**config.mk**
```make
export PLATFORM = sky130hd
export DESIGN_NAME = sb_hazard_ctrl
export DESIGN_NICKNAME = d
export VERILOG_FILES = /design/src/rtl/sb_pkg.sv /design/src/rtl/sb_issue_sel.sv /design/src/rtl/sb_wb_arb.sv /design/src/rtl/sb_hazard_ctrl.sv
export SDC_FILE = /design/constraint.sdc
export NUM_CORES = 1
export LEC_CHECK = 0
export BUFFER_PORTS_ARGS = -buffer_cell sky130_fd_sc_hd__buf_2
export CELL_PAD_IN_SITES_DETAIL_PLACEMENT = 1
export CELL_PAD_IN_SITES_GLOBAL_PLACEMENT = 2
export CORE_MARGIN = 10
export CORE_UTILIZATION = 25
export CTS_CLUSTER_DIAMETER = 40
export CTS_CLUSTER_SIZE = 24
export DETAILED_ROUTE_END_ITERATION = 8
export PLACE_DENSITY_LB_ADDON = 0.3
export SYNTH_ARGS = -nofsm -noshare
export SYNTH_HDL_FRONTEND = slang
export SYNTH_SLANG_ARGS = --single-unit
```
**constraint.sdc**
```tcl
create_clock -name clk -period 9.7 [get_ports clk]
set_input_delay 1.94 -clock clk [delete_from_list [all_inputs] [get_ports clk]]
set_output_delay 1.94 -clock clk [all_outputs]
set_load 0.02 [all_outputs]
```
**src/rtl/sb_pkg.sv**
```systemverilog
package sb_pkg;

    localparam int NUM_FU   = 5;
    localparam int NUM_REGS = 8;
    localparam int REG_W    = $clog2(NUM_REGS);
    localparam int TAG_W    = 3;
    localparam int UNIT_W   = $clog2(NUM_FU);
    localparam int OP_W     = 4;
    localparam int KIND_W   = 2;

    typedef enum logic [1:0] {
        ST_OPS   = 2'd0,
        ST_START = 2'd1,
        ST_EXEC  = 2'd2,
        ST_WRITE = 2'd3
    } stage_e;

    typedef struct packed {
        logic               busy;
        stage_e             stage;
        logic [OP_W-1:0]    op;
        logic [REG_W-1:0]   fi;
        logic [REG_W-1:0]   fj;
        logic [REG_W-1:0]   fk;
        logic [TAG_W-1:0]   qj;
        logic [TAG_W-1:0]   qk;
        logic               rj;
        logic               rk;
    } fu_entry_t;

    // Kind served by each unit index: 0 int, 1-2 mul, 3 add, 4 div.
    function automatic logic [KIND_W-1:0] unit_kind(input int idx);
        case (idx)
            0:       return 2'd0;
            1, 2:    return 2'd1;
            3:       return 2'd2;
            default: return 2'd3;
        endcase
    endfunction

    // Tag 0 means no pending producer; unit i is tag i+1.
    function automatic logic [TAG_W-1:0] unit_tag(input int idx);
        return TAG_W'(idx + 1);
    endfunction

endpackage

```
**src/rtl/sb_issue_sel.sv**
```systemverilog
module sb_issue_sel
    import sb_pkg::*;
#(
    parameter int N_UNITS = NUM_FU
) (
    input  logic [N_UNITS-1:0] busy,
    input  logic [KIND_W-1:0]  req_kind,
    output logic               found,
    output logic [UNIT_W-1:0]  unit_idx
);

    logic [N_UNITS-1:0] free_match;

    for (genvar g = 0; g < N_UNITS; g++) begin : g_match
        assign free_match[g] = !busy[g] && (unit_kind(g) == req_kind);
    end

    always_comb begin
        found    = 1'b0;
        unit_idx = '0;
        for (int i = N_UNITS - 1; i >= 0; i--) begin
            if (free_match[i]) begin
                found    = 1'b1;
                unit_idx = UNIT_W'(i);
            end
        end
    end

endmodule

```
**src/rtl/sb_wb_arb.sv**
```systemverilog
module sb_wb_arb
    import sb_pkg::*;
#(
    parameter int N_UNITS = NUM_FU
) (
    input  fu_entry_t [N_UNITS-1:0] tbl,
    output logic [N_UNITS-1:0]      grant,
    output logic                    any,
    output logic [UNIT_W-1:0]       idx
);

    logic [N_UNITS-1:0] cand;

    for (genvar g = 0; g < N_UNITS; g++) begin : g_cand
        logic war_block;
        always_comb begin
            war_block = 1'b0;
            for (int j = 0; j < N_UNITS; j++) begin
                if (j != g && tbl[j].busy && tbl[j].stage == ST_OPS) begin
                    if ((tbl[j].rj && tbl[j].fj == tbl[g].fi) ||
                        (tbl[j].rk && tbl[j].fk == tbl[g].fi)) begin
                        war_block = 1'b1;
                    end
                end
            end
        end
        assign cand[g] = tbl[g].busy && (tbl[g].stage == ST_WRITE) && !war_block;
    end

    always_comb begin
        grant = '0;
        any   = 1'b0;
        idx   = '0;
        for (int i = N_UNITS - 1; i >= 0; i--) begin
            if (cand[i]) begin
                any = 1'b1;
                idx = UNIT_W'(i);
            end
        end
        if (any) begin
            grant[idx] = 1'b1;
        end
    end

endmodule

```
**src/rtl/sb_hazard_ctrl.sv**
```systemverilog
module sb_hazard_ctrl
    import sb_pkg::*;
(
    input  logic                           clk,
    input  logic                           rst_n,
    input  logic                           iss_valid,
    input  logic [KIND_W-1:0]              iss_kind,
    input  logic [OP_W-1:0]                iss_op,
    input  logic [REG_W-1:0]               iss_dst,
    input  logic [REG_W-1:0]               iss_src1,
    input  logic [REG_W-1:0]               iss_src2,
    input  logic [NUM_FU-1:0]              fu_done,
    output logic                           iss_grant,
    output logic [UNIT_W-1:0]              iss_unit,
    output logic [NUM_FU-1:0]              rd_grant,
    output logic [NUM_FU-1:0]              exec_start,
    output logic [NUM_FU-1:0][OP_W-1:0]    exec_op,
    output logic [NUM_FU-1:0]              wb_grant,
    output logic [REG_W-1:0]               wb_reg
);

    typedef struct packed {
        fu_entry_t [NUM_FU-1:0]               fu;
        logic      [NUM_REGS-1:0][TAG_W-1:0]  rstat;
    } sb_state_t;

    sb_state_t cur_q, nxt_d;

    logic [NUM_FU-1:0] busy_vec;
    logic              sel_found;
    logic [UNIT_W-1:0] sel_idx;
    logic              wb_any;
    logic [UNIT_W-1:0] wb_idx;
    logic [TAG_W-1:0]  wb_tag;

    for (genvar g = 0; g < NUM_FU; g++) begin : g_out
        assign busy_vec[g]   = cur_q.fu[g].busy;
        assign rd_grant[g]   = cur_q.fu[g].busy && cur_q.fu[g].stage == ST_OPS
                               && cur_q.fu[g].rj && cur_q.fu[g].rk;
        assign exec_start[g] = cur_q.fu[g].busy && cur_q.fu[g].stage == ST_START;
        assign exec_op[g]    = cur_q.fu[g].op;
    end

    sb_issue_sel #(.N_UNITS(NUM_FU)) u_sel (
        .busy     (busy_vec),
        .req_kind (iss_kind),
        .found    (sel_found),
        .unit_idx (sel_idx)
    );

    sb_wb_arb #(.N_UNITS(NUM_FU)) u_arb (
        .tbl   (cur_q.fu),
        .grant (wb_grant),
        .any   (wb_any),
        .idx   (wb_idx)
    );

    assign wb_tag    = unit_tag(int'(wb_idx));
    assign wb_reg    = wb_any ? cur_q.fu[wb_idx].fi : '0;
    assign iss_grant = iss_valid && sel_found && (cur_q.rstat[iss_dst] == '0);
    assign iss_unit  = sel_idx;

    always_comb begin
        logic [TAG_W-1:0] src_j;
        logic [TAG_W-1:0] src_k;
        nxt_d = cur_q;

        for (int i = 0; i < NUM_FU; i++) begin
            if (cur_q.fu[i].busy) begin
                case (cur_q.fu[i].stage)
                    ST_OPS: begin
                        if (rd_grant[i]) begin
                            nxt_d.fu[i].stage = ST_START;
                            nxt_d.fu[i].rj    = 1'b0;
                            nxt_d.fu[i].rk    = 1'b0;
                        end else if (wb_any) begin
                            if (cur_q.fu[i].qj == wb_tag) begin
                                nxt_d.fu[i].rj = 1'b1;
                                nxt_d.fu[i].qj = '0;
                            end
                            if (cur_q.fu[i].qk == wb_tag) begin
                                nxt_d.fu[i].rk = 1'b1;
                                nxt_d.fu[i].qk = '0;
                            end
                        end
                    end
                    ST_START: nxt_d.fu[i].stage = ST_EXEC;
                    ST_EXEC: begin
                        if (fu_done[i]) begin
                            nxt_d.fu[i].stage = ST_WRITE;
                        end
                    end
                    default: begin
                        if (wb_grant[i]) begin
                            nxt_d.fu[i].busy  = 1'b0;
                            nxt_d.fu[i].stage = ST_OPS;
                        end
                    end
                endcase
            end
        end

        if (wb_any) begin
            nxt_d.rstat[cur_q.fu[wb_idx].fi] = '0;
        end

        if (iss_grant) begin
            src_j = cur_q.rstat[iss_src1];
            src_k = cur_q.rstat[iss_src2];
            if (wb_any && src_j == wb_tag) src_j = '0;
            if (wb_any && src_k == wb_tag) src_k = '0;
            nxt_d.fu[sel_idx].busy  = 1'b1;
            nxt_d.fu[sel_idx].stage = ST_OPS;
            nxt_d.fu[sel_idx].op    = iss_op;
            nxt_d.fu[sel_idx].fi    = iss_dst;
            nxt_d.fu[sel_idx].fj    = iss_src1;
            nxt_d.fu[sel_idx].fk    = iss_src2;
            nxt_d.fu[sel_idx].qj    = src_j;
            nxt_d.fu[sel_idx].qk    = src_k;
            nxt_d.fu[sel_idx].rj    = (src_j == '0);
            nxt_d.fu[sel_idx].rk    = (src_k == '0);
            nxt_d.rstat[iss_dst]    = unit_tag(int'(sel_idx));
        end
    end

    always_ff @(posedge clk or negedge rst_n) begin
        if (!rst_n) begin
            cur_q <= '0;
        end else begin
            cur_q <= nxt_d;
        end
    end

    AST_WB_SINGLE: assert property (@(posedge clk) disable iff (!rst_n)
        $onehot0(wb_grant));

    AST_ISSUE_FREE_UNIT: assert property (@(posedge clk) disable iff (!rst_n)
        iss_grant |-> !busy_vec[iss_unit]);

    AST_DST_CLAIMED: assert property (@(posedge clk) disable iff (!rst_n)
        iss_grant |=> cur_q.rstat[$past(iss_dst)] == TAG_W'($past(iss_unit) + 1'b1));

    for (genvar g = 0; g < NUM_FU; g++) begin : g_ast
        AST_READ_THEN_START: assert property (@(posedge clk) disable iff (!rst_n)
            rd_grant[g] |=> exec_start[g]);

        AST_WB_FREES_UNIT: assert property (@(posedge clk) disable iff (!rst_n)
            wb_grant[g] |=> !busy_vec[g]);
    end

endmodule

```
==> impl_metrics.ini, run 1 <==
[outcome]
status = finished, final reports clean

[clocking]
root_buffer = clkbuf_16
cts_buffers = 17
postCtsSetupBuffers = 0
ctsHoldBuffers = 0
clk_pin_slew_ns = 0.06
clkSinkCount = 144
cts_buffer_depth = 2
cts_htree_levels = 4
cts_tree = built
clock_latency_ns = 0.44
ctsResizeCount = 0

[route]
drt-total-wl_mm = 34.2
viasPerCell = 4.97
first_pass_iters = 4
drt_iter0_drc = 387
wl_per_cell_um = 23.5
drc = 0
vias = 7237
detail-route-antenna-nets = 0

[placed_design]
port_buffers = 64
hpwlAfterDp_mm = 24.7
gp_congestion = 0.852
place_ws_ns = 4.01

[pwr]
power.density_mw_per_mm2 = 366
p_leak_uw = 0.00444
finalPower_uw = 3880
vdd_drop_max_uv = 113

[worst_setup_path]
critPathRequiredTime_ns = 7.76
critPathArrivalTime_ns = 4.17
r2r-start = cur_q[69]$_DFF_PN0_
r2r-end = cur_q[78]$_DFF_PN0_
path_max_fanout = 6
reg2regPathDepth = 13
setup.worst_path.start_class = flop
endpoint_kind = primary output
r2r_slack_ns = 4.31
worstSetupPathType = reg2out

[logic_synthesis]
seq_area_frac_synth = 0.378
synth_ff_type = dfrtp_1
netlist_top_cells_count = 144 x dfrtp_1, 121 x xnor2_1, 82 x nand2_1
syn-cell-area_mm2 = 0.00954
synth.most_common_cell = dfrtp_1
syn-instance-count = 943
async_flop_share = 1.00
syn_area_per_cell_um2 = 10.1
yosys_warnings = 0
synth_cell_types = 66
yosys_register_bits = 144
synth_edf_count = 0
yosys.area.top_type = dfrtp_1
synth_top_cell_area_share = 0.378
netlist_top_cells_area = dfrtp_1 38%, xnor2_1 11%, mux2_2 6.4%
synth_nets = 988

[timing]
whs_ns = 0.483
clock_skew_ns = 0.00980
tightest_slew_ns = 1.07
setup_tns_ns = 0
worst_slack_ns = 3.59
rsz0062_at_grt = false
max_slew_margin = 0.280
fin_crit_sh = 0.630
min_period_ns = 6.11
drv_slew = 0
hold_violations = 0
setup_violations = 0
fmax_mhz = 164

[layout]
layout-drive-gt1-share = 0.202
post-route-util = 0.281
seqCellArea_mm2 = 0.00360
synthToLayoutAreaGrowth_pct = 11.1
layout.nets = 977
n_antenna_cell = 0
nFillCells = 4298
multi_input_area_mm2 = 0.00527

[min_path]
hp-class = reg2reg
timing.hold.worst_path_depth = 2

[floorplan]
io_pins = 65
initial_utilization = 0.253
die_area_mm2 = 0.0464
die_width_um = 215
coreArea_mm2 = 0.0377
placement_rows = 71
die_height_um = 215

[global_route]
grt_usage = 0.148
grt_pass1_wl_mm = 51.9
antenna_found_initial = 0
grt_max_degree = 78
overflow = 0
grt_pass1_vias = 7685

[job]
cap_violations = 0
-- cells in the final DEF, fill, tap and decap left out, types with 5 or more instances in the layout --
master,n
a211oi_1,12
a21o_1,14
a21oi_1,27
a22oi_1,6
a31oi_1,5
a32o_1,14
and2_1,7
and3_1,8
buf_2,63
buf_4,10
clkbuf_16,17
dfrtp_1,144
ha_1,22
inv_1,27
mux2_2,54
mux4_2,12
nand2_1,82
nand2b_1,7
nand3_1,15
nand3b_1,5
nand4_1,46
nor2_1,31
nor3_1,19
nor4_1,14
o21ai_0,19
o2bb2ai_1,20
or4_1,6
xnor2_1,121
xnor3_1,12
xor2_1,24
-- cell families (layout without fill, tap and decap cells) --
logic type / Yosys count / after routing / share of synthesized area
buffers and inverters: 133 / 135 / 0.0720
XOR/XNOR: 157 / 157 / 0.161
AND/OR/NAND/NOR: 264 / 264 / 0.146
multiplexers: 70 / 70 / 0.0963
AO/OA/AOI/OAI: 153 / 153 / 0.118
adder cells (fa/ha/maj): 22 / 22 / 0.0289
flip-flops: 144 / 144 / 0.378
-- cell type report --
type                    instances  share of cell area
multi-input cells             666               0.497
flip-flops and latches        144               0.340
well taps                     511              0.0603
clock buffers                  20              0.0440
repair buffers                 74              0.0379
inverters                      29              0.0103
clock inverters                12              0.0102
-- per-stage QoR --
step                instance area, µm²  std cells
finish                           10600       1456
CTS                              10600       1456
detailed placement               10000       1424
global placement                 10000       1424
floorplan                         9540        943
global route                     10600       1456
-- power breakdown --
part | internal [µW] | switching [µW] | leakage (µW)
Sequential | 864 | 519 | 0.00183
Clock | 374 | 287 | 0.000279
Combinational | 863 | 973 | 0.00233
-- how the worst max path moves through the flow --
| stage | startpoint | end | cells after the start |
|---|---|---|---|
| 6_report | cur_q[93]$_DFF_PN0_ | wb_reg[1] | 11 |
| 4_1_cts | cur_q[93]$_DFF_PN0_ | wb_reg[1] | 11 |
| 3_5_place_dp | iss_dst[0] | iss_grant | 7 |
| 2_1_floorplan | iss_dst[0] | iss_grant | 6 |
| 5_1_grt | cur_q[93]$_DFF_PN0_ | wb_reg[1] | 11 |
| 3_3_place_gp | iss_dst[0] | iss_grant | 7 |
-- worst max-delay path, stage by stage (launching register included) --
cell and delay, ns:
dfrtp_1 0.44, inv_1 0.09, ha_1 0.25, and3_1 0.27, nand4_1 0.10, nand4_1 0.18
nor4_1 0.96, a211oi_1 0.17, or4_1 0.48, a22oi_1 0.52, nor2_1 0.09, buf_2 0.19
-- metal layers --
metal / track usage / wire length [µm]
met1: 0.190 / 15500
met3: 0.0250 / 1150
met5: 0 / 0
met4: 0.0425 / 663
met2: 0.250 / 16800
(Power assumes the default switching activity.)
==> run 2, diff against run 1 <==
- clock period: 9.7 -> 5.55 ns (I/O delays scaled with it)
==> impl_metrics.ini, run 2 (synthesis gave the netlist of run 1 again) <==
[outcome]
status = finished, final reports clean

[worst_setup_path]
critPathRequiredTime_ns = 4.44
cp_slowest_stage_delay_ns = 0.68
r2r_slack_ns = 0.97
reg2regPathDepth = 13
path_buf_inv = 2
crit_chain = inv_1 > ha_1 > and3_1 > nand4_1 > nand4_1 > nor4_2 > a211oi_1 > or4_1 > a22oi_1 > nor2_1 > buf_2
r2r-end = cur_q[98]$_DFF_PN0_
worstSetupPathType = reg2out
endpoint_kind = primary output
r2r-start = cur_q[69]$_DFF_PN0_
setup.worst_path.start_class = flop
worst_path_max_delay_cell = nor4_2
worst_path_most_repeated_cell = nand4_1
cp_top_family = simple AND/OR/NAND/NOR gates
path_max_fanout = 9
critPathArrivalTime_ns = 3.89

[route]
wl_per_cell_um = 23.1
detail-route-antenna-nets = 0
drc = 0
drt_iter0_drc = 414
viasPerCell = 4.97
first_pass_iters = 5
drt-total-wl_mm = 33.9
vias = 7313

[pwr]
power.density_mw_per_mm2 = 639
p_leak_uw = 0.00453
vdd_drop_max_uv = 218
p_comb_frac = 0.479
power.share.switching = 0.452
power.internal_uw = 3760
p_sw_uw = 3100
p_seq_frac = 0.348
finalPower_uw = 6860
p_clk_frac = 0.173

[timing]
hold_violations = 0
min_period_ns = 5.00
rsz0062_at_grt = false
fin_crit_sh = 0.902
setup_tns_ns = 0
tightest_slew_ns = 0.955
fmax_mhz = 200
drv_slew = 0
setup_violations = 0
clock_skew_ns = 0.0107
max_slew_margin = 0.359

[clocking]
clkSinkCount = 144
ctsHoldBuffers = 0
cts_buffer_depth = 2
clock_latency_ns = 0.43
cts_tree = built
postCtsSetupBuffers = 0
ctsResizeCount = 0
clk_pin_slew_ns = 0.07
root_buffer = clkbuf_16
cts_htree_levels = 4
cts_buffers = 17

[layout]
layout_common_cells = 144 x dfrtp_1, 121 x xnor2_1, 82 x nand2_1, 63 x buf_2, 54 x mux2_2
layout-drive-gt1-share = 0.214
layout.nets = 992
final_common_cell = dfrtp_1
synthToLayoutAreaGrowth_pct = 12.5
n_antenna_cell = 0
nFillCells = 4326

[floorplan]
die_width_um = 215
coreArea_mm2 = 0.0377
die_area_mm2 = 0.0464
initial_utilization = 0.253
io_pins = 65
placement_rows = 71
die_height_um = 215

[global_route]
grt_pass1_wl_mm = 51.7
antenna_found_initial = 0
grt_max_degree = 57
grt_pass1_vias = 7615
overflow = 0
grt_usage = 0.147

[placed_design]
hpwlAfterDp_mm = 25.3
port_buffers = 64
gp_congestion = 0.848

[job]
cap_violations = 0

[min_path]
hp-class = reg2reg
timing.hold.worst_path_depth = 2
run 2: worst reg2reg max path, stage by stage (launching register included):
cell	delay, ns
dfrtp_1	0.45
inv_1	0.09
ha_1	0.26
nand2_1	0.21
nor4_1	0.10
a211o_1	0.31
or4_1	0.66
a211oi_1	0.55
ha_1	0.35
buf_4	0.22
xnor2_1	0.18
and4bb_2	0.41
nand2_1	0.32
a32o_1	0.36
run 2: how the worst max path moves through the flow:
stage / startpoint / to / slack [ns] / depth (start not counted)
2_1_floorplan: cur_q[93]$_DFF_PN0_ / wb_reg[1] / 1.47 / 11
3_3_place_gp: cur_q[69]$_DFF_PN0_ / cur_q[99]$_DFF_PN0_ / 1.06 / 13
3_5_place_dp: cur_q[93]$_DFF_PN0_ / wb_reg[1] / 1.0 / 11
4_1_cts: cur_q[93]$_DFF_PN0_ / wb_reg[1] / 0.53 / 11
5_1_grt: cur_q[93]$_DFF_PN0_ / wb_reg[1] / 0.25 / 11
6_report: cur_q[93]$_DFF_PN0_ / wb_reg[1] / 0.55 / 11
run 2: routing by layer:
layer | share of wire | global-route usage
met1 | 0.48 | 0.199
met3 | 0.026 | 0.0206
met2 | 0.48 | 0.241
met4 | 0.012 | 0.0352
met5 | 0 | 0
run 2: layout make-up:
type                       instances  area [µm²]  area share
multi-input combinational        666        5270       0.491
sequential                       144        3600       0.336
tap                              511         639      0.0596
timing repair buffer              89         514      0.0479
clock buffer                      21         470      0.0438
clock inverter                    11         128      0.0119
inverter                          29         109      0.0101
run 2: stage by stage:
step,instance area [µm²],instances,hold WS [ns],utilization,setup WS [ns]
after floorplan,9540,943,0.447,-,1.47
after CTS,10700,1471,0.491,0.285,0.529
after global routing,10700,1471,0.512,0.285,0.248
after global placement,10100,1439,0.458,0.269,1.06
final,10700,1471,0.488,0.285,0.546
after detailed placement,10100,1439,0.467,0.269,0.995
run 2: power groups by stage:
stage | Combinational (µW) | Sequential [µW] | Clock (µW)
floorplan | 3010 | 1760 | 0
global placement | 3250 | 2400 | 0
detailed placement | 3300 | 2410 | 0
CTS | 3320 | 2390 | 1220
global route | 3620 | 2470 | 1260
finish | 3290 | 2380 | 1190
==> run 3, diff against run 2 <==
- ABC_AREA: default -> 1
==> impl_metrics.ini, run 3 <==
[outcome]
status = finished, final reports clean

[job]
cap_violations = 0

[clocking]
ctsResizeCount = 0
cts_buffer_depth = 2
postCtsSetupBuffers = 0
cts_tree = built
root_buffer = clkbuf_16
clkSinkCount = 144
clock_latency_ns = 0.45
clk_pin_slew_ns = 0.06
cts_buffers = 17
cts_htree_levels = 4
ctsHoldBuffers = 0

[worst_setup_path]
path_max_fanout = 13
critPathArrivalTime_ns = 3.80
reg2regPathDepth = 19
crit_chain = inv_1 > nand2_1 > a21oi_1 > nand3_1 > nand2_1 > nand2_1 > nand2_1 > nor2_4 > inv_2 > nand2_4 > nand2_1 > nand3_1 > nand2_1 > nand2_1 > nand2_2 > inv_1 > buf_2
critPathRequiredTime_ns = 4.44
worst_path_max_delay_cell = dfrtp_1
endpoint_kind = primary output
worst_path_most_repeated_cell = nand2_1
cp_slowest_stage_delay_ns = 0.84
worstSetupPathType = reg2out
setup.worst_path.start_class = flop

[floorplan]
coreArea_mm2 = 0.0406
die_height_um = 223
initial_utilization = 0.252
die_area_mm2 = 0.0495
die_width_um = 223
placement_rows = 74
io_pins = 65

[placed_design]
port_buffers = 64
hpwlAfterDp_mm = 33.0
gp_congestion = 0.866

[layout]
n_antenna_cell = 0
post-route-util = 0.283
layout_common_cells = 629 x nand2_1, 144 x dfrtp_1, 141 x inv_1, 117 x nor2_1, 107 x o21ai_0
layout.nets = 1632
layout-drive-gt1-share = 0.111
synthToLayoutAreaGrowth_pct = 12.3
final_common_cell = nand2_1

[route]
vias = 10100
drt-total-wl_mm = 42.9
routed.top_layer = met4
drt_iter0_drc = 607
drc = 0
first_pass_iters = 5
wl_per_cell_um = 20.1
dr_wl_met3_mm = 1.48
wl_met2_mm = 20.9
detail-route-antenna-nets = 0
viasPerCell = 4.73
wl_met1_mm = 20.0

[logic_synthesis]
synth_nets = 1607
netlist_top_cells_area = dfrtp_1 35%, nand2_1 23%, o21ai_0 5.2%
async_flop_share = 1.00
synth_edf_count = 0
syn_area_per_cell_um2 = 6.56
yosys_warnings = 0
syn-cell-area_mm2 = 0.0103
synth_cell_types = 44
synth_top_cell_area_share = 0.351
yosys_register_bits = 144
seq_area_frac_synth = 0.351
netlist_top_cells_count = 629 x nand2_1, 144 x dfrtp_1, 141 x inv_1
synth_ff_type = dfrtp_1
yosys.area.top_type = dfrtp_1
synth.most_common_cell = nand2_1
syn-instance-count = 1562

[timing]
rsz0062_at_grt = false
hold_violations = 0
min_period_ns = 4.91
drv_slew = 0
fin_crit_sh = 0.885
clock_skew_ns = 0.00867
max_slew_margin = 0.326
tightest_slew_ns = 1.00
fmax_mhz = 204
setup_violations = 0
setup_tns_ns = 0

[global_route]
grt_usage = 0.174
antenna_found_initial = 0
grt_max_degree = 55
grt_pass1_wl_mm = 66.8
overflow = 0
grt_pass1_vias = 10600

[pwr]
p_leak_uw = 0.00596
vdd_drop_max_uv = 231
power.density_mw_per_mm2 = 611

[min_path]
timing.hold.worst_path_depth = 2
hp-class = reg2reg
run 3: final cells by class:
type	instances	area (µm²)
repair buffers	84	477
fillers	5112	29100
flip-flops and latches	144	3600
inverters	156	586
well taps	532	666
multi-input cells	1184	5610
clock buffers	19	443
clock inverters	12	134
run 3: worst max-delay path: cells and delay by family, from the launching register on:
| kind | cells | cell delay (ns) |
|---|---|---|
| AND/OR/NAND/NOR | 12 | 1.48 |
| AO/OA/AOI/OAI | 1 | 0.09 |
| buffers and inverters | 4 | 0.92 |
| flip-flops | 1 | 0.84 |
run 3: where the power goes:
group          switching [µW]  internal [µW]  total, µW
clock                     508            672       1180
combinational            2380           1180       3560
sequential                774           1520       2300
run 3: through the flow:
stage	power (µW)	instance area [µm²]	instances	worst slack (ns)	hold WS, ns
floorplan	4650	10300	1562	2.18	0.454
finish	7040	11500	2131	0.638	0.482
global route	7660	11500	2131	0.369	0.510
detailed placement	5890	10900	2100	0.973	0.468
global placement	5830	10900	2100	1.09	0.460
CTS	7100	11500	2131	0.540	0.484
run 3: final timing paths:
kind,from,to,slack [ns]
hold / removal,flop,flop,0.48
max in group asynchronous,rst_n,cur_q[73]$_DFF_PN0_,3.75
setup reg to reg,flop,cur_q[100]$_DFF_PN0_,1.04
setup / recovery,flop,wb_reg[0],0.64
min in group asynchronous,rst_n,cur_q[18]$_DFF_PN0_,0.62
hold reg to reg,flop,flop,0.48
run 3: cell families after synthesis:
kind of cell | share of synthesized area
xor+xnor | 0.0359
compound gates | 0.101
buf+inv | 0.102
fa+ha+maj | 0.0268
simple gates | 0.383
flops | 0.351
run 3: metal layers:
| layer | up-vias | track usage |
|---|---|---|
| li1 | 4915 | - |
| met5 | - | 0 |
| met2 | 155 | 0.299 |
| met3 | 31 | 0.0281 |
| met4 | 0 | 0.0368 |
| met1 | 4970 | 0.223 |
